### config.mk
export PLATFORM = sky130hd
export DESIGN_NAME = uart_irq_ident
export DESIGN_NICKNAME = d
export VERILOG_FILES = /design/src/rtl/uart_irq_pkg.sv /design/src/rtl/irq_delay_timer.sv /design/src/rtl/tx_gap_tracker.sv /design/src/rtl/irq_ident_enc.sv /design/src/rtl/uart_irq_ident.sv
export SDC_FILE = /design/constraint.sdc
export NUM_CORES = 1
export LEC_CHECK = 0
export CORE_UTILIZATION = 50
export CTS_CLUSTER_DIAMETER = 80
export DETAILED_ROUTE_END_ITERATION = 16
export PLACE_DENSITY = 0.74
export SYNTH_ARGS = -nofsm -noshare
export SYNTH_HDL_FRONTEND = slang
export SYNTH_SLANG_ARGS = --single-unit
### constraint.sdc
create_clock -name clk_i -period 2.1 [get_ports clk_i]
set_input_delay 0.21 -clock clk_i [delete_from_list [all_inputs] [get_ports clk_i]]
set_output_delay 0.21 -clock clk_i [all_outputs]
set_load 0.01 [all_outputs]
### src/rtl/uart_irq_pkg.sv
package uart_irq_pkg;
  localparam int unsigned EN_RX  = 0;
  localparam int unsigned EN_TX  = 1;
  localparam int unsigned SRC_RX = 0;
  localparam int unsigned SRC_TX = 1;
  localparam int unsigned NSRC   = 2;

  typedef enum logic [1:0] {
    ID_MODEM = 2'd0,
    ID_TX    = 2'd1,
    ID_RX    = 2'd2,
    ID_LINE  = 2'd3
  } irq_id_e;
endpackage

### src/rtl/irq_delay_timer.sv
module irq_delay_timer #(
  parameter int unsigned DLY = 32
) (
  input  logic clk_i,
  input  logic rst_ni,
  input  logic start_i,
  input  logic cancel_i,
  output logic fire_o
);
  localparam int unsigned CW = (DLY < 1) ? 1 : $clog2(DLY + 1);

  logic          armed_q;
  logic [CW-1:0] cnt_q;

  assign fire_o = armed_q && (cnt_q == CW'(1));

  // cancel beats start, start re-arms a running timer
  always_ff @(posedge clk_i or negedge rst_ni) begin
    if (!rst_ni) begin
      armed_q <= 1'b0;
      cnt_q   <= '0;
    end else if (cancel_i) begin
      armed_q <= 1'b0;
    end else if (start_i) begin
      armed_q <= 1'b1;
      cnt_q   <= CW'(DLY);
    end else if (fire_o) begin
      armed_q <= 1'b0;
    end else if (armed_q) begin
      cnt_q   <= cnt_q - CW'(1);
    end
  end


  cancel_disarms_chk: assert property (@(posedge clk_i) disable iff (!rst_ni)
    cancel_i |=> !fire_o && !armed_q);
endmodule

### src/rtl/tx_gap_tracker.sv
module tx_gap_tracker #(
  parameter int unsigned GAP = 45
) (
  input  logic clk_i,
  input  logic rst_ni,
  input  logic raise_i,
  output logic expired_o
);
  localparam int unsigned GW  = $clog2(GAP + 2);
  localparam int unsigned SAT = GAP + 1;

  logic [GW-1:0] since_q;

  assign expired_o = since_q > GW'(GAP);

  // reset value is saturated: no TX raise has happened yet
  always_ff @(posedge clk_i or negedge rst_ni) begin
    if (!rst_ni)                  since_q <= GW'(SAT);
    else if (raise_i)             since_q <= '0;
    else if (since_q != GW'(SAT)) since_q <= since_q + GW'(1);
  end


  raise_restarts_window_chk: assert property (@(posedge clk_i) disable iff (!rst_ni)
    raise_i |=> !expired_o);
endmodule

### src/rtl/irq_ident_enc.sv
module irq_ident_enc
  import uart_irq_pkg::*;
(
  input  logic       rx_pend_i,
  input  logic       tx_pend_i,
  output logic [7:0] iir_o
);
  irq_id_e id;

  always_comb begin
    if (rx_pend_i)      id = ID_RX;
    else if (tx_pend_i) id = ID_TX;
    else                id = ID_MODEM;
    iir_o = {5'b0, id, ~(rx_pend_i | tx_pend_i)};
  end
endmodule

### src/rtl/uart_irq_ident.sv
module uart_irq_ident
  import uart_irq_pkg::*;
#(
  parameter int unsigned TX_GAP_CYC = 45,
  parameter int unsigned SCHED_DLY  = 32
) (
  input  logic       clk_i,
  input  logic       rst_ni,
  input  logic       ier_wr_i,
  input  logic [7:0] ier_wdata_i,
  input  logic       iir_rd_i,
  input  logic       rbr_rd_i,
  input  logic       thr_wr_i,
  input  logic       rx_avail_i,
  output logic [7:0] iir_o,
  output logic [7:0] ier_o,
  output logic       irq_o
);
  logic [7:0]      ier_q;
  logic            rx_pend_q, tx_pend_q;
  logic            gap_expired;
  logic [NSRC-1:0] tmr_start, tmr_cancel, tmr_fire;
  logic            en_rx_eff, en_tx_eff;
  logic            tx_cancel, rx_kill, tx_imm;
  logic            tx_raise, rx_raise, tx_clr, rx_clr;

  // enable seen by this cycle's decisions: a write in flight wins
  always_comb begin
    en_rx_eff = ier_wr_i ? ier_wdata_i[EN_RX] : ier_q[EN_RX];
    en_tx_eff = ier_wr_i ? ier_wdata_i[EN_TX] : ier_q[EN_TX];

    tx_cancel = ier_wr_i && !ier_wdata_i[EN_TX];
    rx_kill   = ier_wr_i && !(ier_wdata_i[EN_RX] && rx_avail_i);
    tx_imm    = ier_wr_i && ier_wdata_i[EN_TX] && gap_expired;

    tx_raise  = !tx_cancel && !thr_wr_i &&
                ((tmr_fire[SRC_TX] && en_tx_eff) || tx_imm);
    rx_raise  = !rx_kill && !rbr_rd_i && tmr_fire[SRC_RX] && en_rx_eff;

    tx_clr    = tx_cancel || thr_wr_i || (iir_rd_i && tx_pend_q && !rx_pend_q);
    rx_clr    = rx_kill || rbr_rd_i;

    tmr_start[SRC_TX]  = (thr_wr_i && en_tx_eff) ||
                         (ier_wr_i && ier_wdata_i[EN_TX] && !gap_expired);
    tmr_cancel[SRC_TX] = tx_cancel;
    tmr_start[SRC_RX]  = (ier_wr_i && ier_wdata_i[EN_RX] && rx_avail_i) ||
                         (rbr_rd_i && rx_avail_i && en_rx_eff);
    tmr_cancel[SRC_RX] = rx_kill;
  end

  for (genvar s = 0; s < NSRC; s++) begin : g_tmr
    irq_delay_timer #(.DLY(SCHED_DLY)) u_tmr (
      .clk_i   (clk_i),
      .rst_ni  (rst_ni),
      .start_i (tmr_start[s]),
      .cancel_i(tmr_cancel[s]),
      .fire_o  (tmr_fire[s])
    );
  end

  tx_gap_tracker #(.GAP(TX_GAP_CYC)) u_gap (
    .clk_i    (clk_i),
    .rst_ni   (rst_ni),
    .raise_i  (tx_raise),
    .expired_o(gap_expired)
  );

  always_ff @(posedge clk_i or negedge rst_ni) begin
    if (!rst_ni) begin
      ier_q     <= '0;
      rx_pend_q <= 1'b0;
      tx_pend_q <= 1'b0;
    end else begin
      if (ier_wr_i) ier_q <= ier_wdata_i;
      if (tx_raise)    tx_pend_q <= 1'b1;
      else if (tx_clr) tx_pend_q <= 1'b0;
      if (rx_raise)    rx_pend_q <= 1'b1;
      else if (rx_clr) rx_pend_q <= 1'b0;
    end
  end

  irq_ident_enc u_enc (
    .rx_pend_i(rx_pend_q),
    .tx_pend_i(tx_pend_q),
    .iir_o    (iir_o)
  );

  assign ier_o = ier_q;
  assign irq_o = rx_pend_q | tx_pend_q;


  irq_matches_iir_chk: assert property (@(posedge clk_i) disable iff (!rst_ni)
    irq_o != iir_o[0]);


  iir_rd_clears_tx_chk: assert property (@(posedge clk_i) disable iff (!rst_ni)
    (iir_rd_i && tx_pend_q && !rx_pend_q && !ier_wr_i && !tmr_fire[SRC_TX])
    |=> !tx_pend_q);


  iir_rd_keeps_rx_chk: assert property (@(posedge clk_i) disable iff (!rst_ni)
    (iir_rd_i && rx_pend_q && !rbr_rd_i && !ier_wr_i) |=> rx_pend_q);


  thr_wr_clears_tx_chk: assert property (@(posedge clk_i) disable iff (!rst_ni)
    thr_wr_i |=> !tx_pend_q);


  rbr_rd_clears_rx_chk: assert property (@(posedge clk_i) disable iff (!rst_ni)
    rbr_rd_i |=> !rx_pend_q);


  tx_disable_clears_chk: assert property (@(posedge clk_i) disable iff (!rst_ni)
    (ier_wr_i && !ier_wdata_i[EN_TX]) |=> !tx_pend_q);


  tx_immediate_chk: assert property (@(posedge clk_i) disable iff (!rst_ni)
    (ier_wr_i && ier_wdata_i[EN_TX] && gap_expired && !thr_wr_i) |=> tx_pend_q);
endmodule

# Word level (Yosys, flattened, before mapping)
# Index checks and enable logic that the tools add are counted.
# classes
reduce_logical,44
mux,22
n_eq_ne,5
bitwise_logic,4
n_lt_le_gt_ge,1
addsub,3
# op_table
op,n
2-to-1 mux 6 bit,8
logical AND 1 bit,21
2-to-1 mux 1 bit,13
== test 6 x 1 -> 1 bit (second input constant),2
subtractor 6 x 1 -> 6 bit (second input constant),2
nonzero test 2 bit,5
logical NOT 1 bit,8
adder 6 x 1 -> 6 bit (second input constant),1
> comparator 6 bit (second input constant),1
logical OR 1 bit,6
!= test 6 bit (second input constant),1
AND reduction 3 bit,2
nonzero test 3 bit,2
!= test 2 x 1 -> 1 bit (second input constant),2
NOT 1 bit,3
2-to-1 mux 2 bit,1
bitwise OR 1 bit,1
# word_totals
out_inout_bits,17
inputBits,15
ff_bits,30

# Longest topological paths before layout
# Gate-level depths: netlist (run 1).
# logic_depth
ltp_word,8
mapped_depth,6

# Cells and area by module
# A second synthesis (run 1) with hierarchy kept.
# hier_totals
hier_cells,185
area_unflattened_um2,1816.7
# by_module_without_submodules
mod,cells_each,area_each_um2,instances
irq_delay_timer,51,450.4,2
uart_irq_ident,37,474.2,1
tx_gap_tracker,37,375.4,1
irq_ident_enc,9,66.3,1

# Worst setup path before layout (run 1)
# OpenSTA, ideal clock, no wires.
# synth_timing
path_type,flip-flop to flip-flop
start,reg u_gap.since_q[1]
end,reg g_tmr[1].u_tmr.cnt_q[5]
path_slack_ns,0.314
t_arrival_ns,1.660
required_time_ns,1.974
period_less_slack_ns,1.786
stages_incl_launch_ff,7
setup_ns,0.126
path_cell_list,dfstp_2 -> inv_1 -> ha_1 -> and4bb_1 -> a211o_1 -> nand2_1 -> o32a_1
# synth_via
elab_chain_cells,6
elab_cells_between_ends,8
cone_classes,order compare (1); eq/ne (1); mux (1); reduce/logical (5)
# synth_rtl
element,line,source
from (decl),tx_gap_tracker.sv:12,logic [GW-1:0] since_q;
from (signal assigned),tx_gap_tracker.sv:18,if (!rst_ni) since_q <= GW'(SAT);
from (signal assigned),tx_gap_tracker.sv:20,else if (since_q != GW'(SAT)) since_q <= since_q + GW'(1);
> comparator 6 bit (*),tx_gap_tracker.sv:14,assign expired_o = since_q > GW'(GAP);
logical NOT 1 bit (*),uart_irq_ident.sv:44,(ier_wr_i && ier_wdata_i[EN_TX] && !gap_expired);
logical AND 1 bit (*),uart_irq_ident.sv:44,
logical OR 1 bit (*),uart_irq_ident.sv:43,tmr_start[SRC_TX] = (thr_wr_i && en_tx_eff) ||
!= test 2 x 1 -> 1 bit (no line) / nonzero test 2 bit (equally long branches),--,
AND reduction 3 bit (no line),--,
to (signal assigned),irq_delay_timer.sv:26,cnt_q <= CW'(DLY);
to (signal assigned),irq_delay_timer.sv:30,cnt_q <= cnt_q - CW'(1);
to (decl),irq_delay_timer.sv:13,logic [CW-1:0] cnt_q;
# Every way passes the cells marked *; elsewhere a longest branch is shown, timed or not.
# A chain may end at the register's enable or synchronous reset.

# Final worst setup path (run 1)
# Ends and elaborated chain as after synthesis.

==> results.md, run 1 <==
STA:
- The highest clock frequency the design can meet is around 510 MHz.
- Setup repair after global routing left no endpoint under its margin.
- Summed over all failing endpoints, the final setup total negative slack is 0 ps.
- The period utilization is 92.9%.
- The number of slew-limit violations in the final report came to 0.
- Setup violations remaining at the end of the flow were counted as 0.
- The post-route clock skew is 6.86 ps.
- The shortest period the worst path allows is 1950 ps.
- The worst hold slack is about 250 ps.
- The number of hold violations in the final report is 0.

Placement:
- The total of buffers placed on input and output ports is 26.
- The routability-driven placement congestion ratio is approximately 0.85.
- The half-perimeter wire length of the detailed placement result is 2.41 mm.
- The area of placed instances is 1950 µm².
- In this run, placement finished with an instance count of 224.

Die:
- The area of the core is 3100 µm².
- For this configuration, the core starts out at a cell density of a little over half.
- During I/O placement, the number of pins put on the boundary was 32.
- The area enclosed by the die boundary is 3530 µm².
- The die is 59.5 µm tall.
- The number of rows in the core area is 20.
- Measured along the x axis, the die boundary spans 59.5 µm.

Yosys:
- For this run, asynchronously set or reset flops after synthesis account for 100%.
- The warning count from the yosys run is 0.
- Of the total synthesized cell area, the portion taken by XOR and XNOR cells is 1.59%.
- In the synthesized netlist, the number of instances is 154.
- Each instance of the synthesized netlist takes up on average 10.7 µm².
- Of the post-synthesis cell area, the part taken by muxes is 7.28%.
- The netlist area before placement is roughly 1700 µm².
- After synthesis the netlist holds a flip-flop and latch count of 30.
- After synthesis, flip-flops and latches occupy 45.8% of the total area.
- The post-synthesis share of cell area spent on full adders, half adders and majority gates is between 6 and 7%.
- The area fraction in and, or, nand and nor cells after synthesis is between 10% and 20%.
- Counting flops with a built-in enable in the synthesized netlist gives 0.
- Synthesis instantiated 46 different standard cells from the library.
- For this run, the leading register cell type out of synthesis is dfrtp_1.
- The combinational family with the most area after synthesis is simple AND/OR/NAND/NOR gates.
- The synthesized netlist devotes about 15% of its cell area to compound gates.

Worst hold path:
- The path class of the tightest hold or removal check is primary input to async pin.

Detailed routing:
- The number of violations reported at the end of detailed-routing iteration 0 is 79.
- The number of detailed-routing iterations run before antenna repair is 4.
- Once detail routing completed, the nets flagged for antenna violations numbered 0.
- Wires add up to about 3.3 mm.
- The number of design rule violations left after detail routing is 0.
- The detailed-route via count is 1264.
- After detailed routing, the average wire length per cell comes to 14.0 µm.
- The detail-routed via count per cell is 5.45.

Critical path:
- The count of buffering cells on the critical path with inverters included is 1.
- The maximum fanout count along the critical path is 6.
- The critical path goes through inv_1 > ha_1 > and4bb_1 > a211o_1 > nand2_1 > o32a_1.
- The dominant delay contributor by cell family on the critical path is flip-flops.
- The endpoint type of the worst setup path is a flip-flop.
- For this design, the slowest cell found on the critical path is dfstp_2.
- For this run, the slowest stage of the critical path takes 580 ps.
- Data on the critical path is required at its endpoint by ~2300 ps.
- The startpoint kind of the worst setup timing path is a flip-flop.
- The critical path is of the flip-flop to flip-flop type.
- For the worst setup path, the data arrival time is around 2200 ps.

Final layout:
- Leaving out filler cells and counting taps, the final layout contains 232.
- The diode insertion count for antenna repair is 0.
- Once layout is done, the placed cells without fillers occupy 2010 µm².
- The post-route netlist has 17.0% of its cells at a drive strength greater than 1.
- The area growth from synthesis to layout is 21.9%.
- Counting the fill cells in the layout gives 279.
- The number of nets in the layout is 210.
- The area used by sequential logic in the layout is 756 µm².
- Leaving out fill and tap cells, the most frequent cells in the layout are 26 x dfrtp_1, 26 x clkdlybuf4s50_1, 12 x nor2_1, 11 x inv_1.
- The combined area of the multi-input logic cells is a little over 800 µm².

Clock tree:
- The number of buffers inserted during clock tree synthesis is 5.
- The CTS tree is done.
- The tree is rooted in a clkbuf_4.
- The count of instances resized after the clock tree is built is 0.
- The clock net in this run drives a total of 30 sinks.
- Clock latency on the worst-skew pair, taken at its later pin, is 340 ps.
- Clock-pin slew was measured on the worst setup and hold paths at around 90 ps.
- The count of buffers added by post-CTS timing repair for setup is 0.
- The post-cts hold buffer count is 0.
- The H-tree level count is 2.
- The buffer levels on the longest clock path is 2.

Run:
- Max-cap violations in this run came to 0.

Pwr:
- The leakage power of the design is 0.000881 µW.
- The overall power of the completed layout is 2220 µW.
- In this run the power density over the cells is ~1100 nW/µm².
- The peak ir drop on the vdd network is 638 µV.

Global routing:
- The number of global-route vias before repair was 1249.
- The total routing usage reported by global routing is 22.2%.
- The first global-routing pass estimated 5.60 mm of wire.
- The maximum number of pins on one net before global-route repair is 31.
- The global-route congestion overflow total is 0.
- The initial antenna violation count was 0.

Status:
- The flow ran to the end, and the final reports show no timing, DRC or antenna violations.
-- Yosys cell counts (2+ instances only) --
cell	n	share of area [%]
xnor2_1	2	1.1
nor2_1	12	2.7
nor3_1	4	1.2
nand3_1	2	0.61
nand4_1	4	1.5
nor2b_1	2	0.76
ha_1	8	6.1
o211ai_4	2	2.6
nand2b_1	5	1.9
or3_4	2	1.4
inv_1	11	2.5
and2_1	2	0.76
mux2i_1	3	1.8
or4_1	3	1.4
or3_2	2	0.91
o31ai_1	3	1.4
mux2_2	8	5.5
a21oi_1	8	2.4
nand2_1	6	1.4
dfrtp_1	26	39
a31oi_1	3	1.1
dfstp_2	4	6.4
o22ai_1	2	0.76
buf_4	6	2.7
o21ai_0	3	0.91
-- final timing paths --
path / slack [ps] / depth (start not counted) / from / to
worst max-delay path: 150 / 6 / u_gap.since_q[1] / g_tmr[1].u_tmr.cnt_q[5]
worst min-delay path: 250 / 2 / rst_ni / ier_o[0]
worst max register to register: 150 / 6 / u_gap.since_q[1] / g_tmr[1].u_tmr.cnt_q[5]
worst min register to register: 510 / 1 / g_tmr[0].u_tmr.cnt_q[0] / g_tmr[0].u_tmr.cnt_q[0]
max in group asynchronous: 1530 / 2 / rst_ni / u_gap.since_q[1]
min in group clk_i: 430 / 2 / rbr_rd_i / rx_pend_q
-- metal layers --
| layer | vias up | track usage (%) | share of wire (%) |
|---|---|---|---|
| met2 | 44 | 37.1 | 49 |
| met5 | - | 0 | 0 |
| met1 | 602 | 26.1 | 44 |
| li1 | 610 | - | - |
| met3 | 8 | 4.80 | 4.5 |
| met4 | 0 | 12.9 | 2.3 |
-- worst reg2reg max path: stages (launching register included) --
cell	delay, ps
dfstp_2	580
inv_1	70
ha_1	170
and4bb_1	290
a211o_1	200
nand2_1	170
o32a_1	370
-- per-stage QoR --
step,worst slack (ps),utilization (%)
6_report,149,64.8
5_1_grt,33.5,64.8
4_1_cts,147,64.8
3_5_place_dp,128,62.9
3_3_place_gp,200,62.9
2_1_floorplan,314,-
-- flip-flops by register name (all words and copies together), names as in the netlist --
register and cells:
g_tmr.u_tmr.cnt_q 12, ier_o 8, u_gap.since_q 6, g_tmr.u_tmr.armed_q 2, rx_pend_q 1, tx_pend_q 1
-- cell families (layout without fill, tap and decap cells) --
| kind of cell | after synthesis | count (layout) |
|---|---|---|
| AO/OA/AOI/OAI | 32 | 32 |
| XOR/XNOR | 3 | 3 |
| adder cells (fa/ha/maj) | 8 | 8 |
| buffers and inverters | 18 | 48 |
| flip-flops | 30 | 30 |
| multiplexers | 11 | 11 |
| other | 1 | 5 |
| AND/OR/NAND/NOR | 51 | 51 |
-- final cells by class --
type,instances,area share (%)
sequential,30,37.6
tap,44,2.74
multi-input combinational,110,40.7
timing repair buffer,29,14.1
inverter,11,2.05
clock buffer,8,2.92
-- power breakdown --
part / total, µW / switching, µW / internal, µW
combinational: 860 / 446 / 414
clock: 362 / 197 / 165
sequential: 997 / 206 / 790
total: 2220 / 850 / 1370
Note: power is estimated with default switching activity, not from simulation.
==> run 2, diff against run 1 <==
==> constraint.sdc (replaced) <==
create_clock -name clk_i -period 2.5 [get_ports clk_i]
set_input_delay 0.25 -clock clk_i [delete_from_list [all_inputs] [get_ports clk_i]]
set_output_delay 0.25 -clock clk_i [all_outputs]
set_load 0.01 [all_outputs]
==> run 2 against run 1 <==
Total power shrank 16%. Register-to-register slack improved by 350 ps. Global-route usage fell by 0.80 points. Non-clock buffer count fell by 1. Flip-flop and latch count did not move. Clock skew rose by 1.7 ps. Largest power group unchanged.
==> results.md, run 2 (synthesized netlist as in run 1, its figures left out) <==
Critical path:
- The signal on the critical path passes through inv_1 > ha_1 > and4bb_1 > a211o_1 > nand2_1 > o32a_1.
- The slowest cell on the critical path is dfstp_2.
- The path type of the worst setup path is flip-flop to flip-flop.
- The delay of the slowest cell on the worst path is 590 ps (about the same).
- The worst setup path is captured at a flip-flop.
- The worst reg2reg path depth came to 6 (unchanged).
- The maximum fanout count along the critical path is 6 (unchanged).
- The endpoint arrival time on the critical path is 2220 ps (+40 ps).
- The startpoint kind of the worst setup timing path is a flip-flop.
- The required time at the endpoint of the critical path is 2730 ps (+400 ps).

STA:
- The shortest period the worst path allows was 2000 ps (+45.1 ps).
- The measured slew at the worst slew-check pin is around 550 ps.
- The final number of setup-violating endpoints came to 0 (unchanged).
- The relative max-transition margin is 63.6%.
- The post-route clock skew is 8.52 ps (+1.66 ps).
- The highest clock frequency the design can meet is 501 MHz (-2.3%).
- The period utilization is 79.9% (-13 points).
- The number of hold violations in the final report came to 0 (unchanged).
- The final setup TNS was 0 ps (unchanged).
- The number of slew-limit violations in the final report is 0 (unchanged).
- Setup repair after global routing left no endpoint under its margin.

Clock tree:
- The clock latency on the worst-skew pair is 330 ps (about the same).
- The buffer levels on the longest clock path is 2 (unchanged).
- The H-tree level count is 2 (unchanged).
- The clock tree root driver cell is clkbuf_4.
- The count of buffers added by post-CTS timing repair for setup came to 0 (unchanged).
- The clock net sink count came to 30 (unchanged).
- The clock transition at the registers of the reported paths was 100 ps (about the same).
- The count of instances resized after the clock tree is built is 0 (unchanged).
- TritonCTS built the clock tree.
- The number of buffers inserted during clock tree synthesis was 5 (unchanged).
- The post-cts hold buffer count is 0 (unchanged).

Status:
- The run finished with clean final reports.

Detailed routing:
- The per-cell routed wire length is 13.7 µm (-2.2%).
- The number of violations reported at the end of detailed-routing iteration 0 is 77 (-2.5%).
- The number of design rule violations left after detail routing is 0 (unchanged).
- The post-detailed-route count of antenna-violating nets came to 0 (unchanged).
- The detailed-route via count is 1262 (-0.16%).
- The detail-routed via count per cell came to 5.46 (+0.27%).
- The number of detailed-routing iterations run before antenna repair is 4 (unchanged).
- The total wire length after detailed routing came to 3.17 mm (-2.6%).

Global routing:
- The number of global-route vias before repair is 1234 (-1.2%).
- The maximum number of pins on one net before global-route repair is 31 (unchanged).
- The global-route congestion overflow total is 0 (unchanged).
- The total routing usage reported by global routing came to 21.4% (-0.80 points).
- The first-pass GRT wire length is 5.51 mm (-1.5%).
- The initial antenna violation count came to 0 (unchanged).

Final layout:
- In the layout the commonest cells are 26 x dfrtp_1, 26 x clkdlybuf4s50_1, 12 x nor2_1, 11 x inv_1.
- The area added between synthesis and finish is 21.5%.
- The number of nets in the layout is 209 (-0.48%).
- The register with the most flip-flops is g_tmr.u_tmr.cnt_q.
- The final design area excluding fillers came to 2010 µm² (-0.31%).
- The flip-flop count of the largest register after layout was 12 (unchanged).
- The diode insertion count for antenna repair was 0 (unchanged).
- The fraction of layout cells with a size suffix above 1 came to 17.1% (+0.091 points).

Die:
- The number of rows in the core area is 20 (unchanged).
- The die outline height came to 59.5 µm (unchanged).
- The initial core utilization was 53.2% (unchanged).
- The area of the core is 3100 µm² (unchanged).
- The horizontal die dimension is 59.5 µm (unchanged).
- The number of top-level design ports is 32 (unchanged).
- The area enclosed by the die boundary is 3530 µm² (unchanged).

Pwr:
- The power per cell area is 924 nW/µm² (-16%).
- The overall power of the completed layout is 1850 µW (-16%).
- The leakage power of the design is 0.000879 µW (-0.31%).
- The peak ir drop on the vdd network is 602 µV (-5.6%).

Placement:
- The total of buffers placed on input and output ports is 26 (unchanged).
- The half-perimeter wire length of the detailed placement result was 2.32 mm (-3.4%).
- The routability-driven placement congestion ratio is 0.837 (-0.92%).
- The area of placed instances was 1950 µm² (-0.38%).

Worst hold path:
- The path class of the tightest hold or removal check is primary input to async pin.

Run:
- The count of max-cap constraint violations was 0 (unchanged).
-- run 2: changes by cell type in the layout (fill, tap and decap cells not counted) --
cell	change
clkbuf_1	-1
buf_4	-1
clkinv_2	+1
-- run 2: per-stage QoR --
| step | setup slack, ps | instances | util [%] | hold slack, ps |
|---|---|---|---|---|
| after global placement | 558 | 223 | 62.7 | 487 |
| after floorplan | 714 | 158 | - | -45.6 |
| after detailed placement | 512 | 223 | 62.7 | 497 |
| after CTS | 499 | 231 | 64.6 | 311 |
| after global routing | 365 | 231 | 64.6 | 315 |
| final | 504 | 231 | 64.6 | 301 |
-- run 2: worst paths after layout --
check / from / end / slack, ps
max: u_gap.since_q[1] / g_tmr[1].u_tmr.cnt_q[5] / 500
min: rst_ni / ier_o[0] / 300
max reg2reg: u_gap.since_q[1] / g_tmr[1].u_tmr.cnt_q[5] / 500
min reg2reg: g_tmr[0].u_tmr.cnt_q[0] / g_tmr[0].u_tmr.cnt_q[0] / 500
max in group asynchronous: rst_ni / u_gap.since_q[1] / 1880
min in group clk_i: rbr_rd_i / rx_pend_q / 490
-- run 2: power by group --
part / switching [µW] / internal [µW]
sequential: 179 / 664
clock: 169 / 136
combinational: 362 / 345
total: 709 / 1140
-- run 2: per-layer routing --
layer  global-route usage, %  vias up  share of wire (%)
met1                    26.1      614                 45
met2                    34.7       35                 48
li1                        -      608                  -
met3                    7.42        5                5.6
met5                       0        -                  0
met4                    8.16        0                1.5
-- run 2: worst max-delay path: cells and delay by family (launching register included) --
kind	cells	cell delay, ps
buffers and inverters	1	80
DFF	1	590
AOI/OAI and AO/OA	2	570
adders and majority gates	1	180
and+or+nand+nor	2	470
-- run 2: cell type report --
cell class,count,area [µm²]
inverter,11,41.3
tap,44,55.1
clock buffer,7,55.1
fill,283,1100
multi-input combinational,110,818
timing repair buffer,28,275
clock inverter,1,5.00
sequential,30,756
==> run 3, diff against run 2 <==
==> constraint.sdc (replaced) <==
create_clock -name clk_i -period 1.9 [get_ports clk_i]
set_input_delay 0.19 -clock clk_i [delete_from_list [all_inputs] [get_ports clk_i]]
set_output_delay 0.19 -clock clk_i [all_outputs]
set_load 0.01 [all_outputs]
==> run 3 against run 2 <==
Global-route usage is 0.39 points lower. Via count decreased by 0.40%. Cell area up 2.0%. Flip-flop and latch count is the same. Wire length decreased by 1.5%. First-iteration DRC count is 3.9% higher. Register-to-register slack got worse by 410 ps. Clock skew up 7.4 ps. Sequential share of layout area shrank 0.74 points. Non-clock buffer count increased by 5. Utilization up 1.3 points. Critical endpoint unchanged.
==> results.md, run 3 (synthesized netlist as in run 1, its figures left out) <==
Final layout:
- The number of filler cells placed in the layout is 275 (-2.8%).
- The number of nets in the layout was 214 (+2.4%).
- The fraction of layout cells with a size suffix above 1 was 20.3% (+3.2 points).
- The diode insertion count for antenna repair was 0 (unchanged).
- The register with the most flip-flops is g_tmr.u_tmr.cnt_q.
- The top cell types in the final layout, fill and taps aside, are 26 x dfrtp_1, 26 x clkdlybuf4s50_1, 12 x nor2_1, 10 x inv_1.
- The share of the core filled with cells in the final layout came to 65.9% (+1.3 points).
- The non-filler instance count after layout was 236 (+2.2%).
- The flip-flop count of the largest register after layout is 12 (unchanged).
- From synthesis to final layout, the design area changed by 24.0%.

STA:
- The shortest period the worst path allows was 1810 ps (-188 ps).
- The final number of setup-violating endpoints is 0 (unchanged).
- The final setup TNS came to 0 ps (unchanged).
- The number of hold violations in the final report is 0 (unchanged).
- The highest clock frequency the design can meet is 553 MHz (+10%).
- The number of slew-limit violations in the final report came to 0 (unchanged).
- The period utilization is 95.2% (+15 points).
- The post-route clock skew was 15.9 ps (+7.36 ps).

Placement:
- The routability-driven placement congestion ratio is 0.834 (-0.43%).
- The cell count after placement is 226 (+1.3%).
- The total of buffers placed on input and output ports is 26 (unchanged).
- The half-perimeter wire length of the detailed placement result is 2.30 mm (-1.2%).

Global routing:
- The number of global-route vias before repair is 1254 (+1.6%).
- The global-route congestion overflow total is 0 (unchanged).
- The initial antenna violation count is 0 (unchanged).
- The first-pass GRT wire length is 5.49 mm (-0.51%).
- The total routing usage reported by global routing is 21.0% (-0.39 points).
- The maximum number of pins on one net before global-route repair is 31 (unchanged).

Clock tree:
- The clock transition at the registers of the reported paths came to 100 ps (about the same).
- The post-cts hold buffer count is 0 (unchanged).
- The H-tree level count is 2 (unchanged).
- The clock latency on the worst-skew pair is 320 ps (about the same).
- The clock net sink count is 30 (unchanged).
- The clock tree root driver cell is clkbuf_4.
- The buffer levels on the longest clock path is 2 (unchanged).
- The number of buffers inserted during clock tree synthesis is 5 (unchanged).
- TritonCTS built the clock tree.

Die:
- The initial core utilization is 53.2% (unchanged).
- The die outline height came to 59.5 µm (unchanged).
- The horizontal die dimension was 59.5 µm (unchanged).
- The area of the core is 3100 µm² (unchanged).
- The area enclosed by the die boundary is 3530 µm² (unchanged).
- The number of top-level design ports came to 32 (unchanged).
- The number of rows in the core area is 20 (unchanged).

Detailed routing:
- The detailed-route via count came to 1257 (-0.40%).
- The number of violations reported at the end of detailed-routing iteration 0 is 80 (+3.9%).
- The number of detailed-routing iterations run before antenna repair is 5 (+1).
- The highest routing layer actually used is met3.
- The number of design rule violations left after detail routing is 0 (unchanged).
- The met2 layer wire length in the routed design is 1.53 mm (+1.5%).
- The post-detailed-route count of antenna-violating nets is 0 (unchanged).
- The per-cell routed wire length is 13.2 µm (-3.6%).
- The wire length on met1 is 1.44 mm (+1.0%).
- The amount of wire on met3 after detailed routing is 143 µm (-20%).
- The total wire length after detailed routing is 3.12 mm (-1.5%).
- The detail-routed via count per cell is 5.33 (-2.5%).

Critical path:
- The count of buffering cells on the critical path with inverters included is 1 (unchanged).
- The critical path goes through inv_1 > ha_1 > and4bb_1 > a211o_1 > nand2_2 > o32a_1.
- By startpoint and endpoint, the worst setup path is classified as flip-flop to flip-flop.
- The dominant delay contributor by cell family on the critical path is flip-flops.
- The maximum fanout count along the critical path is 5 (-1).
- The required time at the endpoint of the critical path was 2110 ps (-620 ps).
- The endpoint type of the worst setup path is a flip-flop.
- The delay of the slowest cell on the worst path is 570 ps (-20 ps).
- STA classifies the critical path startpoint as a flip-flop.
- The endpoint arrival time on the critical path is 2020 ps (-200 ps).
- The slowest cell on the critical path is dfstp_2.

Pwr:
- The peak ir drop on the vdd network is 775 µV (+29%).
- The switching power share of the total came to 37.7% (-0.60 points).
- The power spent charging and discharging nets is 924 µW (+30%).
- The relative contribution of the clock network to total power is 16.0% (-0.4 points).
- The internal portion of total power is 1530 µW (+34%).
- The sequential power share is 44.7% (-0.8 points).
- The combinational power share is 39.3% (+1.2 points).
- The power per cell area is 1200 nW/µm² (+30%).
- The leakage power of the design came to 0.000903 µW (+2.8%).

Status:
- The flow ran to the end, and the final reports show no timing, DRC or antenna violations.

Run:
- The count of max-cap constraint violations came to 0 (unchanged).

Worst hold path:
- The path type of the worst min-delay path is primary input to async pin.
[run 3: final timing paths]
kind / from / slack (ps) / cells after the start / to
max: u_gap.since_q[1] / 90 / 6 / g_tmr[1].u_tmr.cnt_q[5]
min: rst_ni / 240 / 2 / ier_o[0]
max reg2reg: u_gap.since_q[1] / 90 / 6 / g_tmr[1].u_tmr.cnt_q[5]
min reg2reg: g_tmr[0].u_tmr.cnt_q[0] / 510 / 1 / g_tmr[0].u_tmr.cnt_q[0]
max in group asynchronous: rst_ni / 1320 / 2 / u_gap.since_q[1]
min in group clk_i: rbr_rd_i / 420 / 2 / rx_pend_q
[run 3: stage by stage]
step                power (µW)  area [µm²]  setup WS [ps]  hold WS (ps)
floorplan                 1760        1670            114          -106
global placement          1980        1970            121           488
detailed placement        2050        1970           26.0           495
CTS                       2450        2030           20.6           251
global route              2670        2050          -16.6           264
finish                    2450        2050           91.5           243
[run 3: power groups by stage]
stage               logic, µW  clock network, µW  registers, µW
finish                    963                393           1100
global route             1100                440           1130
CTS                       946                410           1090
detailed placement        941                  0           1110
global placement          894                  0           1080
floorplan                 702                  0           1060
[run 3: worst register-to-register path, delay by kind of cell (launching register included)]
family,cells,cell delay (ps)
DFF,1,570
AOI/OAI and AO/OA,2,490
and+or+nand+nor,2,390
adders and majority gates,1,180
buffers and inverters,1,80
[run 3: repair_timing]
item | CTS | global route
endpoints found under the setup margin | 0 | 3
buffers inserted | 0 | 2
resized for setup | 0 | 2
[run 3: cell type report]
| type | instances | area, µm² | area share [%] |
|---|---|---|---|
| Multi-Input combinational cell | 110 | 821 | 40.1 |
| Clock buffer | 7 | 55.1 | 2.69 |
| Tap cell | 44 | 55.1 | 2.69 |
| Clock inverter | 1 | 5.00 | 0.245 |
| Sequential cell | 30 | 756 | 36.9 |
| Timing Repair Buffer | 33 | 313 | 15.3 |
| Inverter | 11 | 41.3 | 2.02 |
[run 3: metal layers]
layer	GRT usage [%]	vias to the layer above
met5	0	-
met4	5.78	0
met3	6.99	0
met2	32.9	35
met1	27.7	604
li1	-	618
